==> src/rtl/epoch_pkg.sv <==
package epoch_pkg;
  localparam int DEF_MS_MOD  = 20;
  localparam int DEF_BIT_MOD = 50;

  typedef enum logic {
    LOAD_NOW    = 1'b0,
    LOAD_AT_TIC = 1'b1
  } load_mode_e;
endpackage

==> src/rtl/epoch_digit.sv <==
module epoch_digit #(
  parameter int MOD = 20,
  localparam int W = $clog2(MOD)
) (
  input  logic         clk,
  input  logic         rst,
  input  logic         load_i,
  input  logic [W-1:0] load_val_i,
  input  logic         inc_i,
  output logic [W-1:0] value_o,
  output logic         wrap_o
);
  localparam logic [W-1:0] TOP = W'(MOD - 1);

  logic [W-1:0] cnt_q;

  always_ff @(posedge clk) begin
    if (rst)              cnt_q <= '0;
    else if (load_i)      cnt_q <= load_val_i;
    else if (inc_i)       cnt_q <= (cnt_q == TOP) ? '0 : cnt_q + 1'b1;
  end

  assign value_o = cnt_q;
  assign wrap_o  = inc_i && (cnt_q == TOP);


  digit_in_range_chk: assert property (@(posedge clk) disable iff (rst)
    cnt_q <= TOP);


  digit_wrap_chk: assert property (@(posedge clk) disable iff (rst)
    (inc_i && !load_i && cnt_q == TOP) |=> (cnt_q == '0));


  digit_hold_chk: assert property (@(posedge clk) disable iff (rst)
    (!inc_i && !load_i) |=> $stable(cnt_q));
endmodule

==> src/rtl/epoch_preload.sv <==
module epoch_preload
  import epoch_pkg::*;
#(
  parameter int MS_MOD  = DEF_MS_MOD,
  parameter int BIT_MOD = DEF_BIT_MOD,
  localparam int MS_W  = $clog2(MS_MOD),
  localparam int BIT_W = $clog2(BIT_MOD)
) (
  input  logic             clk,
  input  logic             rst,
  input  logic             wr_i,
  input  logic             defer_i,
  input  logic [MS_W-1:0]  ms_i,
  input  logic [BIT_W-1:0] bit_i,
  input  logic             tic_i,
  output logic             load_o,
  output logic [MS_W-1:0]  ms_o,
  output logic [BIT_W-1:0] bit_o
);
  logic             pend_q;
  logic [MS_W-1:0]  pms_q;
  logic [BIT_W-1:0] pbit_q;
  logic [MS_W-1:0]  ms_fix;
  logic [BIT_W-1:0] bit_fix;
  logic             wr_now, wr_tic;

  // out-of-range fields become 0
  assign ms_fix  = (ms_i  < MS_W'(MS_MOD))   ? ms_i  : '0;
  assign bit_fix = (bit_i < BIT_W'(BIT_MOD)) ? bit_i : '0;

  assign wr_now = wr_i && (load_mode_e'(defer_i) == LOAD_NOW);
  assign wr_tic = wr_i && (load_mode_e'(defer_i) == LOAD_AT_TIC);

  always_ff @(posedge clk) begin
    if (rst) begin
      pend_q <= 1'b0;
      pms_q  <= '0;
      pbit_q <= '0;
    end else if (wr_now) begin
      pend_q <= 1'b0;
    end else if (wr_tic) begin
      pend_q <= 1'b1;
      pms_q  <= ms_fix;
      pbit_q <= bit_fix;
    end else if (tic_i) begin
      pend_q <= 1'b0;
    end
  end

  assign load_o = wr_now || (tic_i && pend_q);
  assign ms_o   = wr_now ? ms_fix  : pms_q;
  assign bit_o  = wr_now ? bit_fix : pbit_q;


  pend_once_chk: assert property (@(posedge clk) disable iff (rst)
    (tic_i && pend_q && !wr_tic) |=> !pend_q);


  pend_keep_chk: assert property (@(posedge clk) disable iff (rst)
    (pend_q && !tic_i && !wr_i) |=> (pend_q && $stable(pms_q) && $stable(pbit_q)));


  pend_arm_chk: assert property (@(posedge clk) disable iff (rst)
    wr_tic |=> pend_q);
endmodule

==> src/rtl/code_epoch_tracker.sv <==
module code_epoch_tracker
  import epoch_pkg::*;
#(
  parameter int MS_MOD  = DEF_MS_MOD,
  parameter int BIT_MOD = DEF_BIT_MOD,
  localparam int MS_W  = $clog2(MS_MOD),
  localparam int BIT_W = $clog2(BIT_MOD)
) (
  input  logic             clk,
  input  logic             rst,
  input  logic             period_stb,
  input  logic             tic_stb,
  input  logic             ld_wr,
  input  logic             ld_deferred,
  input  logic [MS_W-1:0]  ld_ms,
  input  logic [BIT_W-1:0] ld_bit,
  output logic [MS_W-1:0]  live_ms,
  output logic [BIT_W-1:0] live_bit,
  output logic [MS_W-1:0]  snap_ms,
  output logic [BIT_W-1:0] snap_bit
);
  logic             load;
  logic [MS_W-1:0]  load_ms;
  logic [BIT_W-1:0] load_bit;
  logic             ms_wrap, bit_wrap;
  logic [MS_W-1:0]  ms_q;
  logic [BIT_W-1:0] bit_q;

  epoch_preload #(.MS_MOD(MS_MOD), .BIT_MOD(BIT_MOD)) u_pre (
    .clk(clk), .rst(rst), .wr_i(ld_wr), .defer_i(ld_deferred),
    .ms_i(ld_ms), .bit_i(ld_bit), .tic_i(tic_stb),
    .load_o(load), .ms_o(load_ms), .bit_o(load_bit)
  );

  epoch_digit #(.MOD(MS_MOD)) u_ms (
    .clk(clk), .rst(rst), .load_i(load), .load_val_i(load_ms),
    .inc_i(period_stb), .value_o(ms_q), .wrap_o(ms_wrap)
  );

  epoch_digit #(.MOD(BIT_MOD)) u_bit (
    .clk(clk), .rst(rst), .load_i(load), .load_val_i(load_bit),
    .inc_i(ms_wrap), .value_o(bit_q), .wrap_o(bit_wrap)
  );

  always_ff @(posedge clk) begin
    if (rst) begin
      snap_ms  <= '0;
      snap_bit <= '0;
    end else if (tic_stb) begin
      snap_ms  <= ms_q;
      snap_bit <= bit_q;
    end
  end

  assign live_ms  = ms_q;
  assign live_bit = bit_q;


  snap_capture_chk: assert property (@(posedge clk) disable iff (rst)
    tic_stb |=> (snap_ms == $past(live_ms) && snap_bit == $past(live_bit)));


  snap_hold_chk: assert property (@(posedge clk) disable iff (rst)
    !tic_stb |=> ($stable(snap_ms) && $stable(snap_bit)));


  frame_roll_chk: assert property (@(posedge clk) disable iff (rst)
    (bit_wrap && !load) |=> (live_ms == '0 && live_bit == '0));


  carry_chk: assert property (@(posedge clk) disable iff (rst)
    (period_stb && !load && live_ms == MS_W'(MS_MOD - 1) && live_bit != BIT_W'(BIT_MOD - 1))
      |=> (live_bit == $past(live_bit) + 1'b1));


  now_load_chk: assert property (@(posedge clk) disable iff (rst)
    (ld_wr && !ld_deferred && ld_ms < MS_W'(MS_MOD) && ld_bit < BIT_W'(BIT_MOD))
      |=> (live_ms == $past(ld_ms) && live_bit == $past(ld_bit)));
endmodule

==> config.mk <==
export PLATFORM = sky130hd
export DESIGN_NAME = code_epoch_tracker
export DESIGN_NICKNAME = d
export VERILOG_FILES = /design/src/rtl/epoch_pkg.sv /design/src/rtl/epoch_digit.sv /design/src/rtl/epoch_preload.sv /design/src/rtl/code_epoch_tracker.sv
export SDC_FILE = /design/constraint.sdc
export NUM_CORES = 1
export LEC_CHECK = 0
export ABC_CLOCK_PERIOD_IN_PS = 1550
export BUFFER_PORTS_ARGS = -buffer_cell sky130_fd_sc_hd__buf_2
export CORE_MARGIN = 5
export CORE_UTILIZATION = 23
export CTS_CLUSTER_SIZE = 8
export DETAILED_ROUTE_END_ITERATION = 12
export GPL_ROUTABILITY_DRIVEN = 0
export PLACE_DENSITY_LB_ADDON = 0.3
export SLEW_MARGIN = 10
export SYNTH_ARGS = -nofsm -noshare
export SYNTH_HDL_FRONTEND = slang
export SYNTH_SLANG_ARGS = --single-unit
==> constraint.sdc <==
create_clock -name clk -period 1.55 [get_ports clk]
set_input_delay 0.31 -clock clk [delete_from_list [all_inputs] [get_ports clk]]
set_output_delay 0.31 -clock clk [all_outputs]
set_load 0.005 [all_outputs]
---- After elaboration in Yosys (flattened, before gate mapping) ----
Index checks and enable logic that the tools add are counted.
storage, ports and cells
  register bits ........................... 34
  bits of input ports ..................... 17
  output and inout port bits .............. 22
  logic and storage cells ................. 37
cells by class
  add/sub/neg operators ................... 2
  order comparisons ....................... 2
  eq/ne operators ......................... 2
  muxes and demuxes ....................... 12
  bitwise logic cells ..................... 2
  reduce and logical (&&, ||, !) cells .... 10
operator list
  operator               number
  $mux W6                5
  $mux W5                5
  $add A6 B1 Y6 const B  1
  $eq A6 B6 Y1 const B   1
  $lt A6 B6 Y1 const B   1
  $reduce_bool A2 Y1     3
  $add A5 B1 Y5 const B  1
  $eq A5 B5 Y1 const B   1
  $lt A5 B5 Y1 const B   1
  $logic_and A1 B1 Y1    4
  $mux W1                2
  $not A1 Y1             2
  $reduce_and A2 Y1      1
  $reduce_or A2 Y1       1
  $logic_or A1 B1 Y1     1

---- Longest topological paths before layout ----
  word-level depth ........................ 4
  mapped depth ............................ 6
  depth with buffers taken out ............ 6

---- Hierarchy ----
A second synthesis with hierarchy kept.
unflattened totals
  cell total of the unflattened synthesis .. 218
  area, all modules ....................... 1721.7 um^2
modules (own cells, without submodules)
  module                instances  cells an instance  area an instance (um^2)
  epoch_preload         1          95                 638.1
  code_epoch_tracker    1          35                 386.6
  epoch_digit at u_bit  1          48                 381.6
  epoch_digit at u_ms   1          40                 315.3

---- Worst setup path before layout ----
OpenSTA, ideal clock, no wires.
  kind .................................... register -> register
  start point ............................. reg u_ms.cnt_q[0], in the netlist u_ms.value_o[0]
  end point ............................... reg u_ms.cnt_q[2], in the netlist u_ms.value_o[2]
  arrival time ............................ 1.515 ns
  setup slack ............................. -0.056 ns
  stages on the path, launching flop included .. 7
  buffers on the path ..................... 1
  period minus slack after synthesis ...... 1.606 ns
  path through ............................ dfxtp_1 ha_1 and3_4 buf_6 a211oi_4 a221oi_2 nor4_1
on the way
  longest elaborated chain between the ends .. 4
  elaborated cells on any way between the ends .. 5
  those cells by class .................... add/sub: 1; eq/ne: 1; mux: 3
RTL lines
  element                                        line               RTL
  start, declared                                epoch_digit.sv:15  logic [W-1:0] cnt_q;
  start signal, assigned                         epoch_digit.sv:19  else if (load_i) cnt_q <= load_val_i;
  start signal, assigned                         epoch_digit.sv:20  else if (inc_i) cnt_q <= (cnt_q == TOP) ? '0 : cnt_q + 1'b1;
  $add A5 B1 Y5 or $eq A5 B5 Y1 (tied branches)  epoch_digit.sv:20
  $mux W5 * (2 in series)                        epoch_digit.sv:20
  $mux W5 *                                      epoch_digit.sv:19
Mark *: on every way between the ends. The rest lies on a longest branch, timed or not. The select of a mux whose other input is x is not followed.
A chain may end at the register's enable or synchronous reset.

---- Final worst setup path ----
  start point ............................. reg u_ms.cnt_q[0], in the netlist u_ms.value_o[0]
  end point ............................... reg u_bit.cnt_q[3], in the netlist u_bit.value_o[3]
on the way
  longest elaborated chain between the ends .. 3
RTL lines
  element                       line               RTL
  $eq A5 B5 Y1                  epoch_digit.sv:24  assign wrap_o = inc_i && (cnt_q == TOP);
  $logic_and A1 B1 Y1           epoch_digit.sv:24
  $reduce_bool A2 Y1 (no line)  n/a
  end signal, assigned          epoch_digit.sv:19
  end signal, assigned          epoch_digit.sv:20
  end, declared                 epoch_digit.sv:15
Every way passes these cells.

==> metrics.csv <==
metric,value,unit
crit-path cells,ha_2 -> and3_4 -> a211oi_4 -> buf_6 -> o21bai_1 -> a32o_1,
largest net degree at the start of global routing,22,
drt drc,0,
width of the die,98.6,um
status,"complete, no violations",
first-pass GRT wire length,9110,um
TritonRoute pass-1 iters,4,
final net count,298,
startpoint types,flip-flop,
DR WL/cell,14.4,um
worst-case clock buffer depth,2,
Pleak,1.04,nW
Sequential Power Share,0.469,
core box area,7690,um^2
max incr delay on CP,0.34,ns
top post-synthesis cells by area,"dfxtp_1 (38%), mux2i_1 (6.7%), a21oi_1 (5.3%)",
Yosys warnings,0,
part of the power in the clock network,0.352,
via count,1809,
Post-Synth XOR/XNOR Area,0.00485,
RR Startpoint,u_ms.value_o[0]$_SDFFE_PP0P_,
area delta synth->final,33.2,%
top_reg_cell synth,dfxtp_1,
mux cell area share after synthesis,0.0665,
WS Path Type,flip-flop to flip-flop,
"commonest non-fill, non-tap cells in the layout","buf_2 (38), buf_4 (32), dfxtp_1 (30)",
DRT Wirelength,5470,um
Power Density,843,nW/um^2
period utilisation layout,0.991,
Internal,1.45,mW
Reg area,686,um^2
vias in the first global route,1746,
clock tree from TritonCTS,yes,
DR iter-0 viols,116,
Post-Syn Area per Cell,8.36,um^2
die area,9720,um^2
CTS Buf Count,5,
Multi-input gate area,1040,um^2
initial antenna violation count,0,
number of core rows,32,
Max-Cap Viols,0,
Cell variety after synth,50,
IO Pins,39,
Synth area leader,dfxtp_1,
layout cells sized above 1,0.326,
post-detail-place hpwl,4170,um
Synthesized Nets,236,
Worst Path Max Fanout,6,
Setup Viol. Count Final,0,
Final Slew Violations,0,
number of port buffers,38,
adder-cell share of the synthesized area,0.0208,
chip height,98.6,um
Worst Setup SP,u_ms.value_o[0]$_SDFFE_PP0P_,
H-tree depth,2,
clk slew on worst S/H paths,0.08,ns
Sink Count,34,
Fin Hold WS,0.278,ns
Skew-Pair Late Insertion Delay,0.29,ns
Final Critical Period,1.54,ns
total track usage,0.116,
mapped cell area,1810,um^2
Fillers,845,
clk root buf,clkbuf_8,
final hold vios,0,
maximum vdd ir drop,0.358,mV
Critical Path RT,1.74,ns
Gate Count Post-Synth,216,
Synth Area in Simple Gates,0.235,
Switch Pwr,0.581,mW
CP endpoint kind,flip-flop,
post-synthesis compound-gate area fraction,0.239,
sw frac,0.286,
min-delay src,ld_ms[1],
Logic pwr share,0.180,
Initial Util,0.235,
Fmax,0.651,GHz
Slew @ Worst Pin,0.498,ns
"commonest non-fill, non-tap cell in the layout",buf_2,
CP arrival,1.73,ns
grt total ovfl,0,
worst setup margin,0.0144,ns
Ant. Diodes,0,
area share of the largest cell type after synthesis,0.377,
main combinational cell family by area after synthesis,compound AO/OA/AOI/OAI gates,
vias per cell,4.75,
clk_skew,0.00994,ns
"Slowest-stage cell, CP",dfxtp_1,
Relative slew margins,0.667,
Post-DRT Antenna Nets,0,
Setup WS pre-CTS,-0.113,ns
number of synthesized flops with an enable pin,0,
RSZ-0062 raised after global routing,true,
#FFs+latches synth,34,
sequential fraction of the synthesis area,0.377,
Async SR Flop Fraction,0,
Hold WC Path Type,input port to flip-flop,
==> layout make-up <==
cell class                      count  area share
Sequential cell                    34       0.285
Inverter                            5     0.00780
Tap cell                          102      0.0531
Clock inverter                      2     0.00520
Clock buffer                        6      0.0343
Timing Repair Buffer               71       0.184
Multi-Input combinational cell    161       0.431
==> cells in the mapped netlist, drive strengths merged, types with 3 or more instances <==
| library cell | number |
|---|---|
| inv | 5 |
| buf | 9 |
| o21ai | 8 |
| or3 | 3 |
| nand3 | 9 |
| a21boi | 3 |
| nor3 | 6 |
| nor2 | 21 |
| and3 | 5 |
| o22ai | 4 |
| nand2 | 23 |
| ha | 3 |
| a2111oi | 3 |
| clkbuf | 7 |
| dfxtp | 34 |
| o211ai | 3 |
| nand2b | 3 |
| mux2i | 12 |
| and2 | 3 |
| a221oi | 4 |
| a21oi | 19 |
==> power by group through the flow <==
stage / Clock, mW / Combinational (mW) / Sequential [mW]
2_1_floorplan: 0 / 0.189 / 0.968
3_3_place_gp: 0 / 0.359 / 0.968
3_5_place_dp: 0 / 0.362 / 0.969
4_1_cts: 0.733 / 0.367 / 0.949
5_1_grt: 0.776 / 0.410 / 0.957
6_report: 0.713 / 0.365 / 0.951
==> sequential cells by signal, summed over array words and instances, names as in the netlist <==
register	cells
u_bit.value_o	6
u_pre.pend_q	1
u_pre.pms_q	5
snap_bit	6
snap_ms	5
u_pre.pbit_q	6
u_ms.value_o	5
==> routing by layer <==
| metal | up-vias | track usage | part of all wire |
|---|---|---|---|
| li1 | 911 | - | - |
| met2 | 41 | 0.172 | 0.44 |
| met4 | 0 | 0.0347 | 0.013 |
| met1 | 851 | 0.168 | 0.51 |
| met5 | - | 0 | 0 |
| met3 | 6 | 0.0276 | 0.041 |
==> worst paths after layout <==
path / slack [ns] / end / depth (start not counted)
setup / recovery: 0.01 / u_bit.value_o[3]$_SDFFE_PP0P_ / 6
hold / removal: 0.28 / u_pre.pms_q[1]$_SDFFE_PP0P_ / 3
hold reg to reg: 0.46 / u_pre.pbit_q[5]$_SDFFE_PP0P_ / 2
setup reg to reg: 0.01 / u_bit.value_o[3]$_SDFFE_PP0P_ / 6
==> timing repair <==
action                                  in CTS  in global routing
buffers inserted                             1                  0
hold buffers                                 0                  0
resized for setup                            1                  8
endpoints found under the setup margin       2                  6
pin swaps                                    1                  2
==> worst max-delay path, delay by kind of cell (launching register included) <==
| kind | cells | cell delay, ns |
|---|---|---|
| buffers and inverters | 1 | 0.15 |
| flip-flops | 1 | 0.34 |
| AO/OA/AOI/OAI | 3 | 0.48 |
| adder cells (fa/ha/maj) | 1 | 0.21 |
| AND/OR/NAND/NOR | 1 | 0.25 |
==> kinds of logic after synthesis <==
family	after synthesis
DFF	34
xor gates and xnor gates	1
adders and majority gates	3
AOI/OAI and AO/OA	61
buffers and inverters	21
and+or+nand+nor	84
muxes	12
==> per-stage QoR <==
step           cells  total power, mW  setup TNS, ns  instance area, um^2   util
3_5_place_dp     372             1.33         -0.217                 2280  0.297
5_1_grt          381             2.14        -0.0317                 2400  0.313
2_1_floorplan    216             1.16              0                 1810      -
6_report         381             2.03              0                 2400  0.313
4_1_cts          381             2.05        -0.0300                 2390  0.310
3_3_place_gp     372             1.33         -0.118                 2280  0.297
(Power assumes the default switching activity.)
